**config.mk**
```make
export PLATFORM = sky130hd
export DESIGN_NAME = nf_route_unit
export DESIGN_NICKNAME = d
export VERILOG_FILES = /design/src/rtl/nf_route_pkg.sv /design/src/rtl/nf_offset_calc.sv /design/src/rtl/nf_neg_select.sv /design/src/rtl/nf_pos_select.sv /design/src/rtl/nf_detour.sv /design/src/rtl/nf_route_unit.sv
export SDC_FILE = /design/constraint.sdc
export NUM_CORES = 1
export LEC_CHECK = 0
export CAP_MARGIN = 40
export CORE_AREA = 10 10 88 71
export CTS_BUF_LIST = sky130_fd_sc_hd__clkbuf_8
export CTS_CLUSTER_DIAMETER = 80
export CTS_CLUSTER_SIZE = 28
export DETAILED_ROUTE_END_ITERATION = 10
export DIE_AREA = 0 0 98 81
export DONT_BUFFER_PORTS = 1
export GPL_TIMING_DRIVEN = 1
export PLACE_DENSITY = 0.56
export RECOVER_POWER = 50
export SLEW_MARGIN = 20
export SYNTH_ARGS = -nofsm -noshare
export SYNTH_HDL_FRONTEND = slang
export SYNTH_SLANG_ARGS = --single-unit
```
**constraint.sdc**
```tcl
create_clock -name clk -period 5.6 [get_ports clk]
set_input_delay 0.56 -clock clk [delete_from_list [all_inputs] [get_ports clk]]
set_output_delay 0.56 -clock clk [all_outputs]
set_load 0.05 [all_outputs]
```
**src/rtl/nf_route_pkg.sv**
```systemverilog
// Shared definitions for the negative-first route unit.
// Assumes port codes are fixed because the switch crossbar decodes them.
package nf_route_pkg;

    typedef enum logic [2:0] {
        PORT_LOCAL = 3'd0,
        PORT_N     = 3'd1,
        PORT_E     = 3'd2,
        PORT_S     = 3'd3,
        PORT_W     = 3'd4
    } port_e;

    // Bit positions in the neighbour fault and usability vectors
    localparam int DIR_N = 0;
    localparam int DIR_E = 1;
    localparam int DIR_S = 2;
    localparam int DIR_W = 3;
    localparam int NUM_DIRS = 4;

    // Detour step counter width (four-hop loop)
    localparam int STEP_W = 2;

    typedef struct packed {
        port_e             port;
        logic              phase;
        logic [STEP_W-1:0] step;
        logic              err;
    } route_s;

endpackage

```
**src/rtl/nf_offset_calc.sv**
```systemverilog
// Offset calculator: signed distance to the destination on each axis,
// split into four unsigned magnitudes (one per travel direction).
// Assumes both positions fit in COORD_W bits; a magnitude is zero when
// the destination does not lie in that direction.
module nf_offset_calc #(
    parameter int COORD_W = 4
) (
    input  logic [COORD_W-1:0]        cur_x,
    input  logic [COORD_W-1:0]        cur_y,
    input  logic [COORD_W-1:0]        dst_x,
    input  logic [COORD_W-1:0]        dst_y,
    output logic signed [COORD_W:0]   off_x,
    output logic signed [COORD_W:0]   off_y,
    output logic [COORD_W-1:0]        mag_w,
    output logic [COORD_W-1:0]        mag_s,
    output logic [COORD_W-1:0]        mag_e,
    output logic [COORD_W-1:0]        mag_n
);

    logic signed [COORD_W:0] neg_x;
    logic signed [COORD_W:0] neg_y;

    // Signed offsets and per-direction magnitudes
    always_comb begin
        off_x = $signed({1'b0, dst_x}) - $signed({1'b0, cur_x});
        off_y = $signed({1'b0, dst_y}) - $signed({1'b0, cur_y});
        neg_x = -off_x;
        neg_y = -off_y;
        mag_w = off_x[COORD_W] ? neg_x[COORD_W-1:0] : '0;
        mag_e = off_x[COORD_W] ? '0 : off_x[COORD_W-1:0];
        mag_s = off_y[COORD_W] ? neg_y[COORD_W-1:0] : '0;
        mag_n = off_y[COORD_W] ? '0 : off_y[COORD_W-1:0];
    end

endmodule

```
**src/rtl/nf_neg_select.sv**
```systemverilog
// Westward/southward selector for the negative phase.
// Ranks each usable candidate by a packed key: offset still needed,
// not landing on a negative edge, remaining magnitude, west bias.
// Assumes the caller only uses the result when a negative offset exists.
module nf_neg_select
    import nf_route_pkg::*;
#(
    parameter int COORD_W = 4
) (
    input  logic               avail_w,
    input  logic               avail_s,
    input  logic [COORD_W-1:0] cur_x,
    input  logic [COORD_W-1:0] cur_y,
    input  logic [COORD_W-1:0] mag_w,
    input  logic [COORD_W-1:0] mag_s,
    output logic               found,
    output port_e              port
);

    localparam int KEY_W = COORD_W + 3;
    localparam logic [COORD_W-1:0] ONE = {{(COORD_W-1){1'b0}}, 1'b1};

    logic [KEY_W-1:0] key_w;
    logic [KEY_W-1:0] key_s;

    // Build ranking keys; the last bit breaks ties toward west
    always_comb begin
        key_w = {|mag_w, cur_x != ONE, mag_w, 1'b1};
        key_s = {|mag_s, cur_y != ONE, mag_s, 1'b0};
    end

    // Pick the best usable candidate
    always_comb begin
        found = avail_w | avail_s;
        if (avail_w && (!avail_s || key_w > key_s)) begin
            port = PORT_W;
        end else if (avail_s) begin
            port = PORT_S;
        end else begin
            port = PORT_LOCAL;
        end
    end

endmodule

```
**src/rtl/nf_pos_select.sv**
```systemverilog
// Eastward/northward selector for the positive phase.
// Only moves that shrink a positive offset are candidates; a move that
// would not yet reach the destination column/row ranks first, then the
// larger magnitude, then east.
module nf_pos_select
    import nf_route_pkg::*;
#(
    parameter int COORD_W = 4
) (
    input  logic               avail_e,
    input  logic               avail_n,
    input  logic [COORD_W-1:0] mag_e,
    input  logic [COORD_W-1:0] mag_n,
    output logic               found,
    output port_e              port
);

    localparam int KEY_W = COORD_W + 2;
    localparam logic [COORD_W-1:0] ONE = {{(COORD_W-1){1'b0}}, 1'b1};

    logic             cand_e;
    logic             cand_n;
    logic [KEY_W-1:0] key_e;
    logic [KEY_W-1:0] key_n;

    // Candidate qualification and ranking keys
    always_comb begin
        cand_e = avail_e && (|mag_e);
        cand_n = avail_n && (|mag_n);
        key_e  = {mag_e != ONE, mag_e, 1'b1};
        key_n  = {mag_n != ONE, mag_n, 1'b0};
    end

    // Pick the best candidate
    always_comb begin
        found = cand_e | cand_n;
        if (cand_e && (!cand_n || key_e > key_n)) begin
            port = PORT_E;
        end else if (cand_n) begin
            port = PORT_N;
        end else begin
            port = PORT_LOCAL;
        end
    end

endmodule

```
**src/rtl/nf_detour.sv**
```systemverilog
// Edge-detour sequencer: continues the four-hop loop around a fault on a
// negative edge. Steps 1 and 2 run parallel to the edge, step 3 returns
// onto it. Assumes step is nonzero when the result is used.
module nf_detour
    import nf_route_pkg::*;
(
    input  logic [STEP_W-1:0]   step,
    input  logic                row_case,
    input  logic [NUM_DIRS-1:0] avail,
    output port_e               port,
    output logic [STEP_W-1:0]   nxt_step,
    output logic                ok
);

    localparam logic [STEP_W-1:0] LAST = '1;

    // Hop direction for the current step and its usability
    always_comb begin
        if (step == LAST) begin
            port = row_case ? PORT_S : PORT_W;
            ok   = row_case ? avail[DIR_S] : avail[DIR_W];
        end else begin
            port = row_case ? PORT_E : PORT_N;
            ok   = row_case ? avail[DIR_E] : avail[DIR_N];
        end
        nxt_step = step + 1'b1;
    end

endmodule

```
**src/rtl/nf_route_unit.sv**
```systemverilog
// Fault-tolerant negative-first route unit for one mesh switch.
// Combines usability masking, the two phase selectors, edge escapes and
// the detour loop into one routing decision, registered once.
// Assumes current and destination positions lie inside the mesh.
module nf_route_unit
    import nf_route_pkg::*;
#(
    parameter int COORD_W = 4
) (
    input  logic               clk,
    input  logic               rst_n,
    input  logic               in_valid,
    input  logic [COORD_W-1:0] cur_x,
    input  logic [COORD_W-1:0] cur_y,
    input  logic [COORD_W-1:0] dst_x,
    input  logic [COORD_W-1:0] dst_y,
    input  logic [COORD_W-1:0] max_x,
    input  logic [COORD_W-1:0] max_y,
    input  logic [3:0]         nbr_fault,
    input  logic [2:0]         in_dir,
    input  logic               hdr_phase,
    input  logic [1:0]         hdr_step,
    output logic               out_valid,
    output logic [2:0]         out_port,
    output logic               out_phase,
    output logic [1:0]         out_step,
    output logic               out_err
);

    localparam logic [COORD_W-1:0] TWO = {{(COORD_W-2){1'b0}}, 2'b10};

    logic signed [COORD_W:0] off_x;
    logic signed [COORD_W:0] off_y;
    logic [COORD_W-1:0]      mag_w, mag_s, mag_e, mag_n;
    logic [NUM_DIRS-1:0]     in_mesh;
    logic [NUM_DIRS-1:0]     avail;
    logic                    neg_found, pos_found, det_ok;
    port_e                   neg_port, pos_port, det_port;
    logic [STEP_W-1:0]       det_step;
    logic                    any_neg;
    route_s                  nxt;
    route_s                  res_q;

    nf_offset_calc #(.COORD_W(COORD_W)) u_offset (
        .cur_x (cur_x), .cur_y (cur_y), .dst_x (dst_x), .dst_y (dst_y),
        .off_x (off_x), .off_y (off_y),
        .mag_w (mag_w), .mag_s (mag_s), .mag_e (mag_e), .mag_n (mag_n)
    );

    // Which neighbours exist inside the mesh boundary
    always_comb begin
        in_mesh[DIR_N] = cur_y < max_y;
        in_mesh[DIR_E] = cur_x < max_x;
        in_mesh[DIR_S] = cur_y != '0;
        in_mesh[DIR_W] = cur_x != '0;
    end

    // A port is usable if healthy, inside the mesh and not the arrival port
    for (genvar d = 0; d < NUM_DIRS; d++) begin : g_avail
        assign avail[d] = !nbr_fault[d] && in_mesh[d] && (in_dir != 3'(d + 1));
    end

    nf_neg_select #(.COORD_W(COORD_W)) u_neg (
        .avail_w (avail[DIR_W]), .avail_s (avail[DIR_S]),
        .cur_x (cur_x), .cur_y (cur_y), .mag_w (mag_w), .mag_s (mag_s),
        .found (neg_found), .port (neg_port)
    );

    nf_pos_select #(.COORD_W(COORD_W)) u_pos (
        .avail_e (avail[DIR_E]), .avail_n (avail[DIR_N]),
        .mag_e (mag_e), .mag_n (mag_n),
        .found (pos_found), .port (pos_port)
    );

    nf_detour u_detour (
        .step (hdr_step), .row_case (dst_y == '0), .avail (avail),
        .port (det_port), .nxt_step (det_step), .ok (det_ok)
    );

    // Routing decision across arrival, detour, negative and positive cases
    always_comb begin
        any_neg = off_x[COORD_W] | off_y[COORD_W];
        nxt     = '{port: PORT_LOCAL, phase: hdr_phase, step: hdr_step, err: 1'b1};
        if (off_x == '0 && off_y == '0) begin
            nxt.step = '0;
            nxt.err  = 1'b0;
        end else if (hdr_step != '0) begin
            if (det_ok) begin
                nxt = '{port: det_port, phase: 1'b1, step: det_step, err: 1'b0};
            end
        end else if (any_neg) begin
            if (hdr_phase) begin
                nxt.err = 1'b1;
            end else if (neg_found) begin
                nxt = '{port: neg_port, phase: 1'b0, step: '0, err: 1'b0};
            end else if (cur_y == '0 && avail[DIR_N]) begin
                nxt = '{port: PORT_N, phase: 1'b0, step: '0, err: 1'b0};
            end else if (cur_x == '0 && avail[DIR_E]) begin
                nxt = '{port: PORT_E, phase: 1'b0, step: '0, err: 1'b0};
            end
        end else begin
            if (pos_found) begin
                nxt = '{port: pos_port, phase: 1'b1, step: '0, err: 1'b0};
            end else if (off_y == '0 && dst_y == '0 && mag_e >= TWO && avail[DIR_N]) begin
                nxt = '{port: PORT_N, phase: 1'b1, step: 2'd1, err: 1'b0};
            end else if (off_x == '0 && dst_x == '0 && mag_n >= TWO && avail[DIR_E]) begin
                nxt = '{port: PORT_E, phase: 1'b1, step: 2'd1, err: 1'b0};
            end
        end
    end

    // Result register with synchronous active-low reset
    always_ff @(posedge clk) begin
        if (!rst_n) begin
            out_valid <= 1'b0;
            res_q     <= '{port: PORT_LOCAL, phase: 1'b0, step: '0, err: 1'b0};
        end else begin
            out_valid <= in_valid;
            if (in_valid) begin
                res_q <= nxt;
            end
        end
    end

    assign out_port  = res_q.port;
    assign out_phase = res_q.phase;
    assign out_step  = res_q.step;
    assign out_err   = res_q.err;

    p_latency_r11: assert property (@(posedge clk) disable iff (!rst_n)
        in_valid |=> out_valid);

    p_idle_r11: assert property (@(posedge clk) disable iff (!rst_n)
        !in_valid |=> !out_valid);

    p_arrive_local_r2: assert property (@(posedge clk) disable iff (!rst_n)
        (in_valid && cur_x == dst_x && cur_y == dst_y) |=> (out_port == 3'd0 && !out_err));

    p_west_usable_r3: assert property (@(posedge clk) disable iff (!rst_n)
        (out_valid && out_port == 3'd4) |-> ($past(cur_x) != '0 && !$past(nbr_fault[3])));

    p_north_usable_r3: assert property (@(posedge clk) disable iff (!rst_n)
        (out_valid && out_port == 3'd1) |-> ($past(cur_y) < $past(max_y) && !$past(nbr_fault[0])));

    p_phase_sticky_r8: assert property (@(posedge clk) disable iff (!rst_n)
        (in_valid && hdr_phase) |=> (out_err || out_phase));

    p_no_uturn_r9: assert property (@(posedge clk) disable iff (!rst_n)
        (in_valid && in_dir != 3'd0) |=> (out_port != $past(in_dir)));

    p_err_local_r10: assert property (@(posedge clk) disable iff (!rst_n)
        (out_valid && out_err) |-> (out_port == 3'd0));

endmodule

```
# After elaboration in Yosys (flattened, before gate mapping)
# Cells that the tools add are included.
# classes
reduce_logical,42
eq_ne,9
n_lt_le_gt_ge,6
muxes,27
addsub,5
bitwise,3
# ops
op,count
$mux W7,7
$logic_and A1 B1 Y1,21
$mux W4,5
$mux W6,3
$logic_not A4 Y1,4
$ne A4 B1 Y1 const B,4
$reduce_or A4 Y1,4
$mux W3,5
$logic_not A5 Y1,2
$sub A4 B4 Y5,2
$ge A4 B2 Y1 const B,2
$lt A4 B4 Y1,2
$neg A4 Y4,2
$reduce_bool A4 Y1,2
$gt A7 B7 Y1,1
$gt A6 B6 Y1,1
$logic_not A1 Y1,6
$ne A3 B2 Y1 const B,2
$mux W1,5
$mux W2,2
$ne A3 B1 Y1 const B,1
$ne A3 B3 Y1 const B,1
$or A1 B1 Y1,3
$add A2 B1 Y2 const B,1
other kinds (3),4
# totals
reg_bits,8
out_inout_bits,8
elab_cells,97

# Logic depth before layout (Yosys ltp)
# Gate-level depths: netlist of run 1.
# logic_depth
ltp_word,13
ltp_mapped,17

# By module
# Synthesis of run 1 repeated with hierarchy kept, for this count alone.
# unflattened
hier_cells,232
hier_area_um2,1825.5
# modules_own_cells
module,n_inst,cells_each,area_each_um2
nf_route_unit,1,111,894.6
nf_offset_calc,1,63,475.5
nf_neg_select,1,28,198.9
nf_pos_select,1,24,193.9
nf_detour,1,6,62.6

# Worst setup path before layout of run 1
# OpenSTA, ideal clock, no wires.
# synth_timing
kind,input to register
from,input port dst_x[0]
to,"register res_q, in the netlist out_port[0]"
arrival_time_ns,3.398
setup_time_ns,0.120
path_slack_ns,2.082
n_path_buf,0
path_stages,15
t_required_ns,5.480
path_cell_list,inv_1 > ha_1 > inv_1 > fa_1 > inv_1 > ha_1 > or3_1 > o21ai_0 > a31oi_1 > ha_1 > nand4_1 > or3_1 > o22ai_1 > o21ai_0 > o31a_1
# synth_via
elab_chain_len,13
word_cells_on_any_way,30
classes_between,add/sub (2); order compare (3); eq/ne (1); mux (11); bitwise (2); reduce/logical (11)
# synth_lines
item,line,rtl
from (decl),nf_route_unit.sv:15,"input logic [COORD_W-1:0] dst_x,"
$sub A4 B4 Y5 *,nf_offset_calc.sv:25,"off_x = $signed({1'b0, dst_x}) - $signed({1'b0, cur_x});"
$neg A4 Y4,nf_offset_calc.sv:27,neg_x = -off_x;
$mux W4,nf_offset_calc.sv:29,mag_w = off_x[COORD_W] ? neg_x[COORD_W-1:0] : '0;
$reduce_or A4 Y1,nf_neg_select.sv:28,"key_w = {|mag_w, cur_x != ONE, mag_w, 1'b1};"
$gt A7 B7 Y1,nf_neg_select.sv:35,if (avail_w && (!avail_s || key_w > key_s)) begin
$logic_or A1 B1 Y1,nf_neg_select.sv:35,
$logic_and A1 B1 Y1,nf_neg_select.sv:35,
$mux W3,nf_neg_select.sv:35,
$mux W7,nf_route_unit.sv:94,end else if (neg_found) begin
$mux W6,nf_route_unit.sv:92,if (hdr_phase) begin
$mux W7,nf_route_unit.sv:91,end else if (any_neg) begin
$mux W7,nf_route_unit.sv:87,end else if (hdr_step != '0) begin
$mux W4 *,nf_route_unit.sv:84,if (off_x == '0 && off_y == '0) begin
to (signal assigned),nf_route_unit.sv:116,"res_q <= '{port: PORT_LOCAL, phase: 1'b0, step: '0, err: 1'b0};"
to (signal assigned),nf_route_unit.sv:120,res_q <= nxt;
to (decl),nf_route_unit.sv:42,route_s res_q;
# Mark *: on every way between the ends. The rest lies on a longest branch, timed or not.
# A chain may end at the register's enable or synchronous reset.

# Worst setup path after layout of run 1
# Same ends and word-level chain as after synthesis.

==> results of run 1 <==
-- flip-flops by register name, indices dropped and copies added, names as in the netlist --
register,cells
out_phase,1
out_valid,1
out_port,3
out_step,2
out_err,1
-- cells by family (layout without fill, tap and decap cells) --
group	count (synthesis)	in the layout	synth area share, %
and+or+nand+nor	82	82	25.9
AOI/OAI and AO/OA	71	71	29.8
buffers and inverters	31	32	6.75
adders and majority gates	30	30	22.2
xor gates and xnor gates	9	9	4.47
DFF	8	8	9.09
muxes	3	3	1.78
-- metrics by stage --
step | cell area (um2) | setup WS (ns) | std cells | power, mW
global placement | 1820 | 1.90 | 291 | 0.269
finish | 1880 | 2.06 | 295 | 0.340
global route | 1880 | 1.82 | 295 | 0.373
CTS | 1880 | 2.08 | 295 | 0.340
floorplan | 1760 | 2.08 | 234 | 0.231
detailed placement | 1830 | 1.83 | 292 | 0.268
-- cell usage in the layout (no fill, tap or decap), types with 4 or more instances in the layout --
| master | count |
|---|---|
| xnor2_1 | 7 |
| nor2b_1 | 8 |
| ha_1 | 28 |
| inv_1 | 27 |
| a211oi_1 | 8 |
| nand2_1 | 15 |
| dfxtp_1 | 8 |
| or3_1 | 4 |
| o21a_1 | 5 |
| nor3_1 | 4 |
| nand4_1 | 8 |
| o21ai_0 | 11 |
| and2_1 | 5 |
| a2111oi_0 | 5 |
| nor2_1 | 17 |
| nand3_1 | 4 |
| o211ai_1 | 4 |
| a21oi_1 | 11 |
-- area by class of cell --
type	instances	area, um2
clock buffers	3	41.3
multi-input cells	195	1480
repair buffers	1	11.3
fillers	489	2780
inverters	28	105
flip-flops and latches	8	160
well taps	60	75.1
-- final timing paths --
check,startpoint,endpoint,slack (ns),cells past startpoint
setup / recovery,dst_x[0],out_port[0]$_SDFFE_PN0P_,2.06,15
hold / removal,in_valid,out_valid$_SDFF_PN0_,0.44,1
setup reg to reg,out_phase$_SDFFE_PN0P_,out_phase$_SDFFE_PN0P_,4.42,2
hold reg to reg,out_step[1]$_SDFFE_PN0P_,out_step[1]$_SDFFE_PN0P_,0.89,2
-- routing by layer --
| metal | track usage (%) | up-vias | part of all wire (%) |
|---|---|---|---|
| li1 | - | 885 | - |
| met1 | 17.7 | 769 | 51 |
| met2 | 16.6 | 81 | 37 |
| met3 | 4.58 | 4 | 11 |
| met4 | 2.75 | 0 | 1.0 |
| met5 | 0 | - | 0 |
-- critical path, delay by kind of cell --
family | cells | cell delay [ns]
fa+ha+maj | 4 | 1.26
compound gates | 5 | 0.84
simple gates | 3 | 0.80
buf+inv | 3 | 0.20
-- where the power goes --
| group | internal (mW) | switching, mW | leakage [nW] |
|---|---|---|---|
| combinational | 0.0787 | 0.112 | 0.707 |
| sequential | 0.0612 | 0.0162 | 0.0658 |
| clock | 0.0468 | 0.0251 | 0.0216 |
==> qor.csv, run 1 <==
metric;value;unit
Residual DRC;0;
WHS;0.443;ns
async set-reset flop share out of synthesis;0;%
first-pass GRT wire length;8.18;mm
num rows;22;
Commonest cells post-synth;ha_1 (28), inv_1 (27), nor2_1 (17);
post-route ant nets;0;
Vias;1739;
Setup crit end kind;flop;
Placer Congestion;0.892;
pwr/cell area;181;nW/um2
TNS Setup;0;ns
cell at the slowest stage of the critical path;fa_1;
Initial Util;37.9;%
Critical Path AT;3.67;ns
Die Width;98;um
startpoint types;primary input;
vias in the first global route;1594;
initial antenna violation count;0;
Clock Sink Count;8;
Clock Skew;0;ns
IO Port Bufs;0;
Post-Route WL;5.01;mm
Max H-tree Level;1;
cell with the most instances after synthesis;ha_1;
Peak Freq;0.282;GHz
CTS Hold Bufs;0;
synthesized netlist net count;301;
post-DP HPWL;4.32;mm
Skew-Pair Late Insertion Delay;0.23;ns
fin crit period;3.54;ns
CTS tree;built;
proportion of layout cells with a drive suffix above 1;4.68;%
largest cells by area after synthesis;ha_1 (20%), dfxtp_1 (9.1%), inv_1 (5.8%);
leakage power;0.795;nW
I/O Pins;45;
clk buf depth;2;
CTS resizes;0;
IR drop worst, VDD;0.0674;mV
worst-path fanout max;5;
Vias/cell;5.89;
flops & latches, synth;8;
Layout area overhead;6.46;%
pins over their slew limit;0;
Yosys top cell area share;19.9;%
final hold violations;0;
DIE AREA;7940;um2
Main synth FF type;dfxtp_1;
max_slew headroom;55.2;%
RSZ-0062 raised after global routing;false;
GRT Util Overall;12.3;%
clock buffer count from CTS;3;
Clock transition at path regs;0.05;ns
Initial DRC Count;109;
cell taking the most area after synthesis;ha_1;
final worst path period share;63.3;%
data required time of the worst path;5.73;ns
register area share after synthesis;9.09;%
WL/cell;17.0;um
Root Driver;clkbuf_8;
fin util;40.3;%
crit path kind;in2reg;
Syn Inst Count;234;
area of the core;4650;um2
Hold WC Path Type;in2reg;
postcts setup bufs;0;
die height;81;um
Mean Syn Cell Area;7.53;um2
largest net degree at the start of global routing;11;
synth warn;0;
fin nets;304;
CP cell instances;inv_1 -> ha_1 -> inv_1 -> fa_1 -> inv_1 -> ha_1 -> or3_1 -> o21ai_0 -> a31oi_1 -> ha_1 -> nand4_1 -> or3_1 -> o22ai_1 -> o21ai_0 -> o31a_1;
Post-synth EDFFs;0;
status;completed;
final setup vio count;0;
drt first pass iters;4;
Netlist cell types;52;
number of max-cap violations;0;
Worst-Margin Slew;0.667;ns
CP peak stage delay;0.57;ns
Overflow after GRT;0;
# diodes;0;
Synth Cell Area;1760;um2
Power figures use the tool's default switching activity.
==> run 2, diff against run 1 <==
--- a/config.mk
+++ b/config.mk
@@ -5,16 +5,17 @@
 export SDC_FILE = /design/constraint.sdc
 export NUM_CORES = 1
 export LEC_CHECK = 0
+export ABC_AREA = 1
 export CAP_MARGIN = 40
-export CORE_AREA = 10 10 88 71
+export CORE_AREA = 10 10 91 73
 export CTS_BUF_LIST = sky130_fd_sc_hd__clkbuf_8
 export CTS_CLUSTER_DIAMETER = 80
 export CTS_CLUSTER_SIZE = 28
 export DETAILED_ROUTE_END_ITERATION = 10
-export DIE_AREA = 0 0 98 81
+export DIE_AREA = 0 0 101 83
 export DONT_BUFFER_PORTS = 1
 export GPL_TIMING_DRIVEN = 1
-export PLACE_DENSITY = 0.56
+export PLACE_DENSITY = 0.58
 export RECOVER_POWER = 50
 export SLEW_MARGIN = 20
 export SYNTH_ARGS = -nofsm -noshare
==> constraint.sdc (replaced) <==
create_clock -name clk -period 3.2 [get_ports clk]
set_input_delay 0.32 -clock clk [delete_from_list [all_inputs] [get_ports clk]]
set_output_delay 0.32 -clock clk [all_outputs]
set_load 0.05 [all_outputs]
==> run 2 against run 1 <==
- register-to-register slack worse by 2.2 ns
- global-route usage is 0.38 points lower
- flip-flop and latch count stayed put
- synthesized cell count is 41% higher
- first-iteration DRC count is 16% lower
- wire length is 1.3% higher
- setup slack worse by 1.9 ns
- synthesized area is 7.1% higher
- final area is 19% higher
- worst hold slack worse by 0.26 ns
- largest power group unchanged
- highest routed layer is now met3
==> qor.csv, run 2 <==
metric;value;unit
Synth Cell Area;1890;um2
final worst path period share;93.8;%
Netlist cell types;30;
worst-path fanout max;2;
# diodes;0;
clk buf depth;2;
Peak Freq;0.333;GHz
pwr/cell area;320;nW/um2
drt first pass iters;4;
Initial DRC Count;92;
placed cells;405;
post-route insts no fill;410;
total power;0.712;mW
synth warn;0;
max_slew headroom;64.0;%
Critical Path AT;3.16;ns
synthesized netlist net count;398;
Yosys top cell area share;19.5;%
initial antenna violation count;0;
GRT Util Overall;11.9;%
IR drop worst, VDD;0.296;mV
cell at the slowest stage of the critical path;fa_2;
Residual DRC;0;
WHS;0.187;ns
commonest non-fill, non-tap cells in the layout;nand2_1 (95), inv_1 (62), nor2_1 (26), ha_1 (24), nand3_1 (22);
post-route ant nets;0;
leakage power;1.26;nW
crit path kind;in2reg;
async set-reset flop share out of synthesis;0;%
cell taking the most area after synthesis;nand2_1;
fin nets;419;
Mean Syn Cell Area;5.70;um2
cell with the most instances after synthesis;nand2_1;
Vias;1992;
Clock Sink Count;8;
final setup vio count;0;
Layout area overhead;18.0;%
Initial Util;39.2;%
CP peak stage delay;0.54;ns
flops & latches, synth;8;
die height;83;um
Worst-Margin Slew;0.539;ns
Hold WC Path Type;in2reg;
data required time of the worst path;3.36;ns
register-to-register setup slack;2.19;ns
WL/cell;12.4;um
Commonest cells post-synth;nand2_1 (98), inv_1 (68), ha_1 (28);
TNS Setup;0;ns
Post-Route WL;5.07;mm
Overflow after GRT;0;
clock buffer count from CTS;3;
vias in the first global route;2021;
startpoint types;primary input;
most frequent CP cell;nand2_1;
Main synth FF type;dfxtp_1;
largest net degree at the start of global routing;9;
CP cell instances;inv_4 -> ha_4 -> inv_2 -> fa_2 -> inv_2 -> ha_1 -> inv_1 -> nor2_2 -> a2111o_1 -> ha_4 -> nand2_2 -> inv_1 -> a31o_2 -> nor3_2 -> nand2_1 -> nand2_2 -> nand2_1 -> nand2_1 -> nand3_1 -> nand2_1 -> nand2_1 -> a21oi_1;
Placer Congestion;0.873;
fin crit period;3.00;ns
num rows;22;
final hold violations;0;
DIE AREA;8380;um2
CTS Hold Bufs;0;
Max H-tree Level;1;
register area share after synthesis;8.49;%
Root Driver;clkbuf_8;
Setup crit end kind;flop;
Die Width;101;um
Skew-Pair Late Insertion Delay;0.23;ns
first-pass GRT wire length;8.78;mm
IO Port Bufs;0;
Clock transition at path regs;0.04;ns
pins over their slew limit;0;
largest cells by area after synthesis;nand2_1 (19%), ha_1 (19%), inv_1 (14%);
number of max-cap violations;0;
proportion of layout cells with a drive suffix above 1;21.7;%
leading cell type in the layout, fill and taps excluded;nand2_1;
post-DP HPWL;4.45;mm
area of the core;4820;um2
CTS tree;built;
Post-synth EDFFs;0;
Largest register FFs;3;
Vias/cell;4.86;
status;completed;
I/O Pins;45;
Clock Skew;0;ns
Syn Inst Count;331;
run 2: cell count changes in the layout (fill, tap and decap cells not counted), moves of 9 or more:
cell,before,now
nand2_1,15,95
inv_1,27,62
nand3_1,4,22
buf_4,0,17
nand3_2,0,10
inv_2,1,10
nor2_1,17,26
run 2: worst paths after layout:
| path | startpoint | end | depth (start not counted) |
|---|---|---|---|
| worst min register to register | out_port[2]$_SDFFE_PN0P_ | out_port[2]$_SDFFE_PN0P_ | 2 |
| worst max register to register | out_phase$_SDFFE_PN0P_ | out_phase$_SDFFE_PN0P_ | 2 |
| worst min-delay path | in_valid | out_valid$_SDFF_PN0_ | 2 |
| worst max-delay path | dst_x[0] | out_port[0]$_SDFFE_PN0P_ | 22 |
run 2: critical path, delay by kind of cell:
| family | cells | cell delay, ns |
|---|---|---|
| AO/OA/AOI/OAI | 3 | 0.72 |
| buffers and inverters | 5 | 0.22 |
| adder cells (fa/ha/maj) | 4 | 1.15 |
| AND/OR/NAND/NOR | 10 | 0.75 |
run 2: cell families (layout without fill, tap and decap cells):
kind of cell             Yosys count  count (layout)  synth area share (%)
adder cells (fa/ha/maj)           30              30                  20.7
flip-flops                         8               8                  8.49
AND/OR/NAND/NOR                  183             183                  44.5
buffers and inverters             74              93                  14.8
AO/OA/AOI/OAI                     35              35                  11.1
XOR/XNOR                           1               1                 0.464
run 2: cell type report:
type,count,area (um2)
repair buffers,17,128
well taps,60,75.1
fillers,519,2590
multi-input cells,249,1550
inverters,73,277
clock buffers,3,41.3
flip-flops and latches,8,160
run 2: report_power, final:
part | total, mW | leakage, nW | internal, mW | switching, mW
clock network | 0.119 | 0.0216 | 0.0813 | 0.0380
logic | 0.457 | 1.17 | 0.196 | 0.261
registers | 0.136 | 0.0659 | 0.107 | 0.0284
total | 0.712 | 1.26 | 0.384 | 0.327
run 2: per-layer routing:
metal  track usage, %  part of all wire, %  up-vias
li1                 -                    -     1084
met1             16.5                   51      869
met2             18.1                   42       39
met3             3.39                  6.4        0
met4             1.38                    0        0
met5                0                    0        -
run 2: stage by stage:
step                instance area, um2  setup WS [ns]  utilization, %
finish                            2230          0.199            46.2
global placement                  2070        -0.0383            43.0
CTS                               2110          0.140            43.8
global route                      2230        -0.0389            46.2
floorplan                         1890         0.0436               -
detailed placement                2070        -0.0898            43.0
run 2: timing repair:
item                       CTS  global route
setup buffers                0             2
gates resized for setup      0            28
setup endpoints to repair    0             3
==> run 3, diff against run 2 <==
--- a/config.mk
+++ b/config.mk
@@ -5,18 +5,18 @@
 export SDC_FILE = /design/constraint.sdc
 export NUM_CORES = 1
 export LEC_CHECK = 0
-export ABC_AREA = 1
 export CAP_MARGIN = 40
-export CORE_AREA = 10 10 91 73
+export CORE_AREA = 10 10 88 71
 export CTS_BUF_LIST = sky130_fd_sc_hd__clkbuf_8
 export CTS_CLUSTER_DIAMETER = 80
 export CTS_CLUSTER_SIZE = 28
 export DETAILED_ROUTE_END_ITERATION = 10
-export DIE_AREA = 0 0 101 83
+export DIE_AREA = 0 0 98 81
 export DONT_BUFFER_PORTS = 1
 export GPL_TIMING_DRIVEN = 1
 export PLACE_DENSITY = 0.58
 export RECOVER_POWER = 50
+export REMOVE_ABC_BUFFERS = 1
 export SLEW_MARGIN = 20
 export SYNTH_ARGS = -nofsm -noshare
 export SYNTH_HDL_FRONTEND = slang
==> run 3 against run 2 <==
- final cell count is 22% lower
- register-to-register slack worse by 0.18 ns
- fmax is 3.1% lower
- utilization is 1.3 points higher
- count of clock-buffer cells in the layout stayed put
- combinational power hardly changed
- global-route usage is 1.4 points higher
- sequential share of layout area hardly changed
- wire length is 6.2% higher
- clock power is 5% higher
- first-iteration DRC count is 8.7% higher
- flip-flop and latch count stayed put
==> qor.csv, run 3 (synthesized netlist as in run 1, its figures left out) <==
metric;value;unit
drt first pass iters;4;
leakage power;0.942;nW
Root Driver;clkbuf_8;
largest net degree at the start of global routing;11;
Vias;1868;
status;completed;
Initial DRC Count;100;
GRT Util Overall;13.3;%
final hold violations;0;
area of the core;4650;um2
Layout area overhead;25.5;%
Fillers;464;
Initial Util;37.9;%
Reg area;160;um2
Post-Route WL;5.39;mm
fin crit period;3.10;ns
crit path kind;in2reg;
final setup vio count;0;
Critical Path Source;dst_x[0];
CTS tree;built;
Clock Skew;0;ns
data required time of the worst path;3.36;ns
pins over their slew limit;0;
cell at the slowest stage of the critical path;fa_2;
pwr/cell area;323;nW/um2
CP peak stage delay;0.56;ns
Area after DPL;2020;um2
Residual DRC;0;
worst-path fanout max;2;
first-pass GRT wire length;9.05;mm
Worst-Margin Slew;0.672;ns
commonest non-fill, non-tap cells in the layout;buf_4 (27), ha_1 (23), inv_1 (22), nand2_1 (15), nor2_1 (15);
Overflow after GRT;0;
Critical Path AT;3.26;ns
crit-path leading delay family;adder cells;
IR drop worst, VDD;0.130;mV
I/O Pins;45;
M2 GR Usage;20.2;%
num rows;22;
Skew-Pair Late Insertion Delay;0.23;ns
fin util;47.5;%
Multi-input gate area;1610;um2
DIE AREA;7940;um2
post-DP HPWL;4.58;mm
GRT busiest layer;met2;
Clock transition at path regs;0.05;ns
Die Width;98;um
IO Port Bufs;0;
die height;81;um
final worst path period share;96.8;%
Placer Congestion;0.931;
WP buf/inv;4;
GR Util met1;17.8;%
CTS Hold Bufs;0;
startpoint types;primary input;
WHS;0.205;ns
max_slew headroom;54.7;%
Hold WC Path Type;in2reg;
clock buffer count from CTS;3;
# diodes;0;
M3 GR Usage;5.43;%
Layout Cell Area excl Fill;2210;um2
RSZ-0062 raised after global routing;true;
Largest register FFs;3;
Vias/cell;5.82;
Peak Freq;0.323;GHz
vias in the first global route;1876;
WL/cell;16.8;um
Max H-tree Level;1;
fin nets;330;
initial antenna violation count;0;
clk buf depth;2;
Setup crit end kind;flop;
Clock Sink Count;8;
CP cell instances;clkinv_8 -> ha_4 -> inv_2 -> fa_2 -> inv_2 -> ha_4 -> or3_1 -> o21ai_1 -> a31oi_1 -> ha_1 -> o21ai_1 -> nor2_1 -> nor3_1 -> o22ai_1 -> buf_4 -> o31ai_4 -> o211ai_1 -> a21oi_1;
number of max-cap violations;0;
proportion of layout cells with a drive suffix above 1;22.2;%
hold_sp;rst_n;
leading cell type in the layout, fill and taps excluded;buf_4;
post-route ant nets;0;
reg2reg start;out_phase$_SDFFE_PN0P_;
run 3: layer usage:
layer / up-vias / part of all wire (%)
met5: - / 0
met4: 0 / 0.63
met3: 5 / 11
met2: 63 / 40
met1: 861 / 49
li1: 939 / -
run 3: worst reg2reg max path, stage by stage, from the launching register on:
cell	delay, ns
dfxtp_1	0.47
mux2_2	0.34
o31a_1	0.27
run 3: where the power goes:
group | internal, mW | total [mW] | leakage (nW) | switching (mW)
clock | 0.0818 | 0.125 | 0.0216 | 0.0429
sequential | 0.107 | 0.135 | 0.0658 | 0.0280
combinational | 0.219 | 0.454 | 0.855 | 0.235
total | 0.408 | 0.714 | 0.942 | 0.306
run 3: worst paths after layout:
path / end / slack (ns) / cells after the start
max reg2reg: out_phase$_SDFFE_PN0P_ / 2.01 / 2
min reg2reg: out_step[1]$_SDFFE_PN0P_ / 0.88 / 2
min: out_step[1]$_SDFFE_PN0P_ / 0.21 / 1
max: out_port[1]$_SDFFE_PN0P_ / 0.10 / 18
run 3: layout make-up:
cell class | instances | area share [%]
inverter | 28 | 5.32
clock buffer | 3 | 1.87
tap | 60 | 3.40
timing repair buffer | 27 | 9.17
sequential | 8 | 7.24
multi-input combinational | 195 | 73.0
run 3: through the flow:
| step | instances | setup TNS [ns] | setup WS, ns | power [mW] |
|---|---|---|---|---|
| after global placement | 317 | -0.237 | -0.123 | 0.527 |
| after CTS | 320 | 0 | 0.0757 | 0.659 |
| after floorplan | 231 | -0.0778 | -0.0778 | 0.401 |
| final | 321 | 0 | 0.103 | 0.714 |
| after detailed placement | 317 | -0.297 | -0.134 | 0.530 |
| after global routing | 321 | -0.151 | -0.0938 | 0.785 |
run 3: repair_timing:
| item | CTS | global route |
|---|---|---|
| resized for setup | 0 | 32 |
| setup endpoints to repair | 0 | 3 |
| setup buffers | 0 | 1 |
